$ cat config.mk
export PLATFORM = sky130hd
export DESIGN_NAME = flash_cmd_decoder
export DESIGN_NICKNAME = d
export VERILOG_FILES = /design/src/rtl/fcd_pkg.sv /design/src/rtl/fcd_hold_reg.sv /design/src/rtl/fcd_id_table.sv /design/src/rtl/fcd_blk_loader.sv /design/src/rtl/fcd_fsm.sv /design/src/rtl/flash_cmd_decoder.sv
export SDC_FILE = /design/constraint.sdc
export NUM_CORES = 1
export LEC_CHECK = 0
export BUFFER_PORTS_ARGS = -buffer_cell sky130_fd_sc_hd__buf_4
export CAP_MARGIN = 25
export CORE_UTILIZATION = 45
export DETAILED_ROUTE_END_ITERATION = 7
export PLACE_DENSITY = 0.7
export SLEW_MARGIN = 20
export SYNTH_ARGS = -nofsm -noshare
export SYNTH_HDL_FRONTEND = slang
export SYNTH_SLANG_ARGS = --single-unit
$ cat constraint.sdc
create_clock -name clk -period 3.4 [get_ports clk]
set_clock_uncertainty 0.15 [all_clocks]
set_input_delay 0.51 -clock clk [delete_from_list [all_inputs] [get_ports clk]]
set_output_delay 0.51 -clock clk [all_outputs]
set_load 0.005 [all_outputs]
$ cat src/rtl/fcd_pkg.sv
package fcd_pkg;

    localparam int BYTE_W     = 8;
    localparam int NUM_STARTS = 5;

    // start vector bit positions
    localparam int SI_APROG = 0;
    localparam int SI_ACHIP = 1;
    localparam int SI_ABLK  = 2;
    localparam int SI_CHIP  = 3;
    localparam int SI_BLK   = 4;

    // command byte values
    localparam logic [BYTE_W-1:0] OP_READ    = 8'h00;
    localparam logic [BYTE_W-1:0] OP_IDENT   = 8'h90;
    localparam logic [BYTE_W-1:0] OP_PROG_SU = 8'h40;
    localparam logic [BYTE_W-1:0] OP_ACHIP   = 8'h30;
    localparam logic [BYTE_W-1:0] OP_SU20    = 8'h20;
    localparam logic [BYTE_W-1:0] OP_ABLK_GO = 8'hD0;
    localparam logic [BYTE_W-1:0] OP_BLK     = 8'h60;
    localparam logic [BYTE_W-1:0] OP_VERIFY  = 8'hA0;
    localparam logic [BYTE_W-1:0] OP_ABORT   = 8'hFF;

    typedef enum logic [2:0] {
        MODE_READ   = 3'd0,
        MODE_IDENT  = 3'd1,
        MODE_SETUP  = 3'd2,
        MODE_LOAD   = 3'd3,
        MODE_BUSY   = 3'd4,
        MODE_VERIFY = 3'd5,
        MODE_FAIL   = 3'd6
    } mode_t;

    typedef enum logic [3:0] {
        ST_READ,
        ST_IDENT,
        ST_VERIFY,
        ST_SU_PROG,
        ST_SU_ACHIP,
        ST_SU_20,
        ST_SU_60,
        ST_LOAD,
        ST_BUSY,
        ST_FAIL
    } state_t;

endpackage

$ cat src/rtl/fcd_hold_reg.sv
module fcd_hold_reg #(
    parameter int W = 8
) (
    input  logic         clk,
    input  logic         rst_n,
    input  logic         en,
    input  logic [W-1:0] d,
    output logic [W-1:0] q
);
    always_ff @(posedge clk) begin
        if (!rst_n)
            q <= '0;
        else if (en)
            q <= d;
    end
endmodule

$ cat src/rtl/fcd_id_table.sv
module fcd_id_table #(
    parameter logic [7:0] MFR_CODE = 8'hC2,
    parameter logic [7:0] DEV_CODE = 8'h1A
) (
    input  logic       en,
    input  logic       sel,
    output logic [7:0] q
);
    always_comb begin
        if (!en)
            q = '0;
        else if (sel)
            q = DEV_CODE;
        else
            q = MFR_CODE;
    end
endmodule

$ cat src/rtl/fcd_blk_loader.sv
module fcd_blk_loader #(
    parameter int NBLK     = 8,
    parameter int BW       = 3,
    parameter int LOAD_WIN = 16
) (
    input  logic            clk,
    input  logic            rst_n,
    input  logic            arm,
    input  logic            clr,
    input  logic            add,
    input  logic [BW-1:0]   idx,
    output logic [NBLK-1:0] mask,
    output logic            expired
);
    localparam int CW = (LOAD_WIN > 2) ? $clog2(LOAD_WIN) : 1;
    localparam logic [CW-1:0] LAST = CW'(LOAD_WIN - 1);

    logic [NBLK-1:0] hit;
    logic [CW-1:0]   cnt;

    assign hit     = {{(NBLK-1){1'b0}}, 1'b1} << idx;
    assign expired = arm && (cnt == LAST);

    always_ff @(posedge clk) begin
        if (!rst_n) begin
            mask <= '0;
            cnt  <= '0;
        end else begin
            if (clr)
                mask <= add ? hit : '0;
            else if (add)
                mask <= mask | hit;

            if (add || !arm)
                cnt <= '0;
            else if (cnt != LAST)
                cnt <= cnt + 1'b1;
        end
    end
endmodule

$ cat src/rtl/fcd_fsm.sv
module fcd_fsm
    import fcd_pkg::*;
(
    input  logic                  clk,
    input  logic                  rst_n,
    input  logic                  hv_ok,
    input  logic                  wr_stb,
    input  logic [BYTE_W-1:0]     wr_data,
    input  logic                  alg_done,
    input  logic                  alg_fail,
    input  logic                  load_expired,
    output mode_t                 mode,
    output logic [NUM_STARTS-1:0] start,
    output logic                  abort_pulse,
    output logic                  prog_latch,
    output logic                  vfy_latch,
    output logic                  blk_clr,
    output logic                  blk_add,
    output logic                  blk_arm
);
    state_t                state, state_nxt;
    logic                  armed, armed_nxt;
    logic                  load_auto, load_auto_nxt;
    logic [NUM_STARTS-1:0] start_nxt;
    logic                  abort_nxt;
    logic                  is_ff;

    assign is_ff   = (wr_data == OP_ABORT);
    assign blk_arm = hv_ok && (state == ST_LOAD);

    // next-state and strobe decode
    always_comb begin
        state_nxt     = state;
        armed_nxt     = armed;
        load_auto_nxt = load_auto;
        start_nxt     = '0;
        abort_nxt     = 1'b0;
        prog_latch    = 1'b0;
        vfy_latch     = 1'b0;
        blk_clr       = 1'b0;
        blk_add       = 1'b0;

        if (!hv_ok) begin
            state_nxt = ST_READ;
            armed_nxt = 1'b0;
            abort_nxt = (state == ST_BUSY) || (state == ST_LOAD);
        end else begin
            unique case (state)
                ST_READ, ST_IDENT, ST_VERIFY: begin
                    if (wr_stb) begin
                        case (wr_data)
                            OP_IDENT:   state_nxt = ST_IDENT;
                            OP_PROG_SU: state_nxt = ST_SU_PROG;
                            OP_ACHIP:   state_nxt = ST_SU_ACHIP;
                            OP_SU20:    state_nxt = ST_SU_20;
                            OP_BLK:     state_nxt = ST_SU_60;
                            OP_VERIFY: begin
                                state_nxt = ST_VERIFY;
                                vfy_latch = 1'b1;
                            end
                            default:    state_nxt = ST_READ;
                        endcase
                    end
                end
                ST_SU_PROG: begin
                    if (wr_stb) begin
                        state_nxt           = ST_BUSY;
                        prog_latch          = 1'b1;
                        start_nxt[SI_APROG] = 1'b1;
                    end
                end
                ST_SU_ACHIP: begin
                    if (wr_stb) begin
                        if (wr_data == OP_ACHIP) begin
                            state_nxt           = ST_BUSY;
                            start_nxt[SI_ACHIP] = 1'b1;
                        end else begin
                            state_nxt = ST_READ;
                        end
                    end
                end
                ST_SU_20: begin
                    if (wr_stb) begin
                        if (wr_data == OP_SU20) begin
                            state_nxt          = ST_BUSY;
                            start_nxt[SI_CHIP] = 1'b1;
                        end else if (wr_data == OP_ABLK_GO) begin
                            state_nxt     = ST_LOAD;
                            blk_clr       = 1'b1;
                            blk_add       = 1'b1;
                            load_auto_nxt = 1'b1;
                        end else begin
                            state_nxt = ST_READ;
                        end
                    end
                end
                ST_SU_60: begin
                    if (wr_stb) begin
                        if (wr_data == OP_BLK) begin
                            state_nxt     = ST_LOAD;
                            blk_clr       = 1'b1;
                            blk_add       = 1'b1;
                            load_auto_nxt = 1'b0;
                        end else begin
                            state_nxt = ST_READ;
                        end
                    end
                end
                ST_LOAD: begin
                    if (wr_stb) begin
                        blk_add = 1'b1;
                    end else if (load_expired) begin
                        state_nxt = ST_BUSY;
                        start_nxt[load_auto ? SI_ABLK : SI_BLK] = 1'b1;
                    end
                end
                ST_BUSY: begin
                    if (alg_fail) begin
                        state_nxt = ST_FAIL;
                        armed_nxt = 1'b0;
                    end else if (alg_done) begin
                        state_nxt = ST_READ;
                        armed_nxt = 1'b0;
                    end else if (wr_stb) begin
                        if (is_ff && armed) begin
                            state_nxt = ST_READ;
                            armed_nxt = 1'b0;
                            abort_nxt = 1'b1;
                        end else begin
                            armed_nxt = is_ff;
                        end
                    end
                end
                ST_FAIL: begin
                    if (wr_stb) begin
                        if (is_ff && armed) begin
                            state_nxt = ST_READ;
                            armed_nxt = 1'b0;
                            abort_nxt = 1'b1;
                        end else begin
                            armed_nxt = is_ff;
                        end
                    end
                end
                default: state_nxt = ST_READ;
            endcase
        end
    end

    // state register
    always_ff @(posedge clk) begin
        if (!rst_n) begin
            state     <= ST_READ;
            armed     <= 1'b0;
            load_auto <= 1'b0;
        end else begin
            state     <= state_nxt;
            armed     <= armed_nxt;
            load_auto <= load_auto_nxt;
        end
    end

    // registered pulses
    always_ff @(posedge clk) begin
        if (!rst_n) begin
            start       <= '0;
            abort_pulse <= 1'b0;
        end else begin
            start       <= start_nxt;
            abort_pulse <= abort_nxt;
        end
    end

    // mode indication
    always_comb begin
        unique case (state)
            ST_READ:                                    mode = MODE_READ;
            ST_IDENT:                                   mode = MODE_IDENT;
            ST_VERIFY:                                  mode = MODE_VERIFY;
            ST_SU_PROG, ST_SU_ACHIP, ST_SU_20, ST_SU_60: mode = MODE_SETUP;
            ST_LOAD:                                    mode = MODE_LOAD;
            ST_BUSY:                                    mode = MODE_BUSY;
            ST_FAIL:                                    mode = MODE_FAIL;
            default:                                    mode = MODE_READ;
        endcase
    end
endmodule

$ cat src/rtl/flash_cmd_decoder.sv
module flash_cmd_decoder
    import fcd_pkg::*;
#(
    parameter int         AW       = 17,
    parameter int         NBLK     = 8,
    parameter int         LOAD_WIN = 16,
    parameter logic [7:0] MFR_CODE = 8'hC2,
    parameter logic [7:0] DEV_CODE = 8'h1A
) (
    input  logic            clk,
    input  logic            rst_n,
    input  logic            hv_ok,
    input  logic            wr_stb,
    input  logic [AW-1:0]   wr_addr,
    input  logic [7:0]      wr_data,
    input  logic            alg_done,
    input  logic            alg_fail,
    input  logic            rd_sel,
    output logic [2:0]      mode,
    output logic [7:0]      id_data,
    output logic            start_auto_prog,
    output logic            start_auto_chip,
    output logic            start_auto_block,
    output logic            start_chip_erase,
    output logic            start_block_erase,
    output logic            abort_pulse,
    output logic [AW-1:0]   prog_addr,
    output logic [7:0]      prog_data,
    output logic [AW-1:0]   verify_addr,
    output logic [NBLK-1:0] blk_mask
);
    localparam int BW = $clog2(NBLK);

    mode_t                 fsm_mode;
    logic [NUM_STARTS-1:0] start_vec;
    logic                  prog_latch, vfy_latch;
    logic                  blk_clr, blk_add, blk_arm, load_expired;

    fcd_fsm u_fsm (
        .clk          (clk),
        .rst_n        (rst_n),
        .hv_ok        (hv_ok),
        .wr_stb       (wr_stb),
        .wr_data      (wr_data),
        .alg_done     (alg_done),
        .alg_fail     (alg_fail),
        .load_expired (load_expired),
        .mode         (fsm_mode),
        .start        (start_vec),
        .abort_pulse  (abort_pulse),
        .prog_latch   (prog_latch),
        .vfy_latch    (vfy_latch),
        .blk_clr      (blk_clr),
        .blk_add      (blk_add),
        .blk_arm      (blk_arm)
    );

    fcd_blk_loader #(.NBLK(NBLK), .BW(BW), .LOAD_WIN(LOAD_WIN)) u_blk (
        .clk     (clk),
        .rst_n   (rst_n),
        .arm     (blk_arm),
        .clr     (blk_clr),
        .add     (blk_add),
        .idx     (wr_addr[AW-1 -: BW]),
        .mask    (blk_mask),
        .expired (load_expired)
    );

    fcd_hold_reg #(.W(AW)) u_prog_addr (
        .clk(clk), .rst_n(rst_n), .en(prog_latch), .d(wr_addr), .q(prog_addr)
    );
    fcd_hold_reg #(.W(BYTE_W)) u_prog_data (
        .clk(clk), .rst_n(rst_n), .en(prog_latch), .d(wr_data), .q(prog_data)
    );
    fcd_hold_reg #(.W(AW)) u_vfy_addr (
        .clk(clk), .rst_n(rst_n), .en(vfy_latch), .d(wr_addr), .q(verify_addr)
    );

    fcd_id_table #(.MFR_CODE(MFR_CODE), .DEV_CODE(DEV_CODE)) u_id (
        .en  (fsm_mode == MODE_IDENT),
        .sel (rd_sel),
        .q   (id_data)
    );

    assign mode              = fsm_mode;
    assign start_auto_prog   = start_vec[SI_APROG];
    assign start_auto_chip   = start_vec[SI_ACHIP];
    assign start_auto_block  = start_vec[SI_ABLK];
    assign start_chip_erase  = start_vec[SI_CHIP];
    assign start_block_erase = start_vec[SI_BLK];
endmodule

==> results.md <==
* Ys async rst share at 0
* DRC viols at 0
* Routed WL at 7720 um
* Via count at approximately 3,000
* FF+latch count, synth at between 60 and 70
* Postcts setup bufs at 0
* Startpoint Class: flip-flop
* Fmax at ~330 MHz
* Share of cells above drive strength 1 at 0.265
* Worst hold path depth at 3
* First-pass GRT wire length at 12,700 um
* Gr ovfl total at 0
* Tot Pwr at between 1.5 and 2 mW
* Initial antenna violation count at 0
* Num CTS Buffers at 9
* Post-DP HPWL at 5660 um
* Final setup vio count at 0
* Status: finished, final reports clean
* Ratio of final minimum period to clock period at 0.880
* Total core area at 0.00679 mm^2
* Clk pin slew, worst setup/hold paths at 0.08 ns
* FP Rows at 30
* Drt pass-1 iters at 4
* Top-area cell type share of the netlist area at 0.435
* R2r worst-path depth at 8
* Vias per Instance at between 5 and 6
* Main synth FF type: dfxtp_1
* Setup ws final at 0.409 ns
* R2r startpoint: u_fsm.state[0]$_SDFFE_PN0P_
* Distinct cells, synth at between 50 and 60
* Die ar. at 0.00739 mm^2
* Unrepaired setup endpoints after global routing: false
* Clock buffer depth at 2
* CP Class: reg2reg
* Syn Std Cell Area at 0.00317 mm^2
* PD cells at approximately 400 mW/mm^2
* Vias in the first global route at 2,588
* Wire per inst at around 14 um
* Utilization after layout at 0.603
* I/O pins at 99
* Area delta synth->final at 29.1%
* Reg2reg setup slack at 0.41 ns
* Initial Utilization at 0.467
* Crit. End Element: flip-flop
* LEAKAGE at 1.63 nW
* N_diodes at 0
* Min-Delay Path Class: in2reg
* GPL Wtd Cong at 0.923
* H-tree levels at 3
* Actual slew at the worst max-slew pin at ~0.91 ns
* Global Route Usage Sum at 0.217
* Max Cap Viol at 0
* Die Height at 86.0 um
* Hold Path Origin: wr_addr[9]
* First DRT Iteration DRCs at 148
* CP arrival at about 3.1 ns
* Commonest non-fill, non-tap cell in the layout: nand2_1
* Die width at 86.0 um
* Clock Sinks at 69
* Pre-CTS WS at 0.226 ns
* Antenna Violating Nets Remaining at 0
* Synthesized area per cell at about 8.4 um^2
* Worst r2r dst: u_fsm.mode[0]$_SDFF_PP0_
* Final hold viol count at 0
* CTS resizes at 0
* # nets final at 496
* Peak VDD IR at 0.394 mV
* CTS tree: yes
* Synth area leader: dfxtp_1
* Worst hold margin at between 0.2 and 0.3 ns
* CTS Hold Buffers Added at 0
* Top cells by area, synth: dfxtp_1, nand2_1, a21boi_1
* Warnings, synthesis at 0
* IO Port Bufs at 95
* Hold path endpoint: u_prog_addr.q[9]$_SDFFE_PN0P_
* Slew Limit Headroom at 0.391
* Setup TNS at 0 ns
* CP Launch Point: u_fsm.state[0]$_SDFFE_PN0P_
* Seq/Total Area, Yosys at 0.435
* Critical Path Fanout Max at 16
* # fillers at 635
* Synth Instances at 377
* EDFF count, synth at 0
* Worst path required time at 3.47 ns
* Most frequent cells in the layout: nand2_1, buf_4, dfxtp_1, a21boi_1, nor2_1
* Max Transition Viols Final at 0
* Largest net degree at the start of global routing at a little over 50
* Worst skew pair latency at 0.34 ns
* CTS root buf: clkbuf_8
* Tmin final at 2.99 ns
-- kinds of logic after synthesis --
family,Yosys count,synth area share
AND/OR/NAND/NOR,174,0.263
buffers and inverters,32,0.0607
flip-flops,69,0.435
multiplexers,2,0.00670
adder cells (fa/ha/maj),4,0.0158
XOR/XNOR,3,0.00828
other,1,0.00118
AO/OA/AOI/OAI,92,0.209
-- flip-flops by register name, indices dropped and copies added (netlist names) --
name and flops:
u_fsm.mode 3, u_vfy_addr.q 17, u_prog_addr.q 17, u_fsm.armed 1, u_fsm.start 5, u_fsm.abort_pulse 1
u_blk.cnt 4, u_prog_data.q 8, u_fsm.state 4, u_blk.mask 8, u_fsm.load_auto 1
-- critical path, cell delays in order (launching register included) --
cell	delay [ns]
dfxtp_1	0.63
nor4b_1	0.11
a2bb2oi_1	0.42
o32ai_1	0.18
o21ai_0	0.30
a21oi_1	0.14
ha_1	0.25
or4_1	0.52
nor4bb_1	0.16
-- metal layers --
layer | track usage | up-vias | routed length (um)
li1 | - | 1466 | -
met1 | 0.277 | 1366 | 3430
met2 | 0.359 | 95 | 3750
met3 | 0.0587 | 7 | 459
met4 | 0.0606 | 0 | 78
met5 | 0 | - | 0
-- worst max-delay path by stage --
stage                                     to  slack [ns]  depth (start not counted)
floorplan           u_fsm.mode[0]$_SDFF_PP0_        0.64                          9
global placement    u_fsm.mode[0]$_SDFF_PP0_        0.36                         10
detailed placement  u_fsm.mode[0]$_SDFF_PP0_        0.23                         10
CTS                 u_fsm.mode[0]$_SDFF_PP0_        0.43                          8
global route        u_fsm.mode[0]$_SDFF_PP0_        0.09                         10
finish              u_fsm.mode[0]$_SDFF_PP0_        0.41                          8
-- layout make-up --
type | instances | area, um^2 | area share
repair buffers | 99 | 743 | 0.181
multi-input cells | 278 | 1620 | 0.394
well taps | 96 | 120 | 0.0293
clock buffers | 11 | 141 | 0.0345
inverters | 3 | 11.3 | 0.00275
clock inverters | 5 | 83.8 | 0.0205
flip-flops and latches | 69 | 1380 | 0.337
-- Yosys cell counts (all sizes together), types with 5 or more instances --
library cell  instances
a21oi                 8
o21ai                15
dfxtp                69
buf                  12
nor2                 15
nand3                 9
nor3                  6
nand2               103
nand4                 5
clkbuf               17
a21boi               42
nand2b                5
-- through the flow --
step	cells	cell area, um^2
final	561	4100
after global placement	545	3870
after floorplan	379	3180
after detailed placement	545	3870
after CTS	561	4100
after global routing	561	4100
-- where the power goes --
part	internal, mW	leakage [nW]	switching [mW]
clock network	0.434	0.106	0.300
registers	0.808	0.556	0.000415
logic	0.0441	0.970	0.0463
Note: power is estimated with default switching activity, not from simulation.
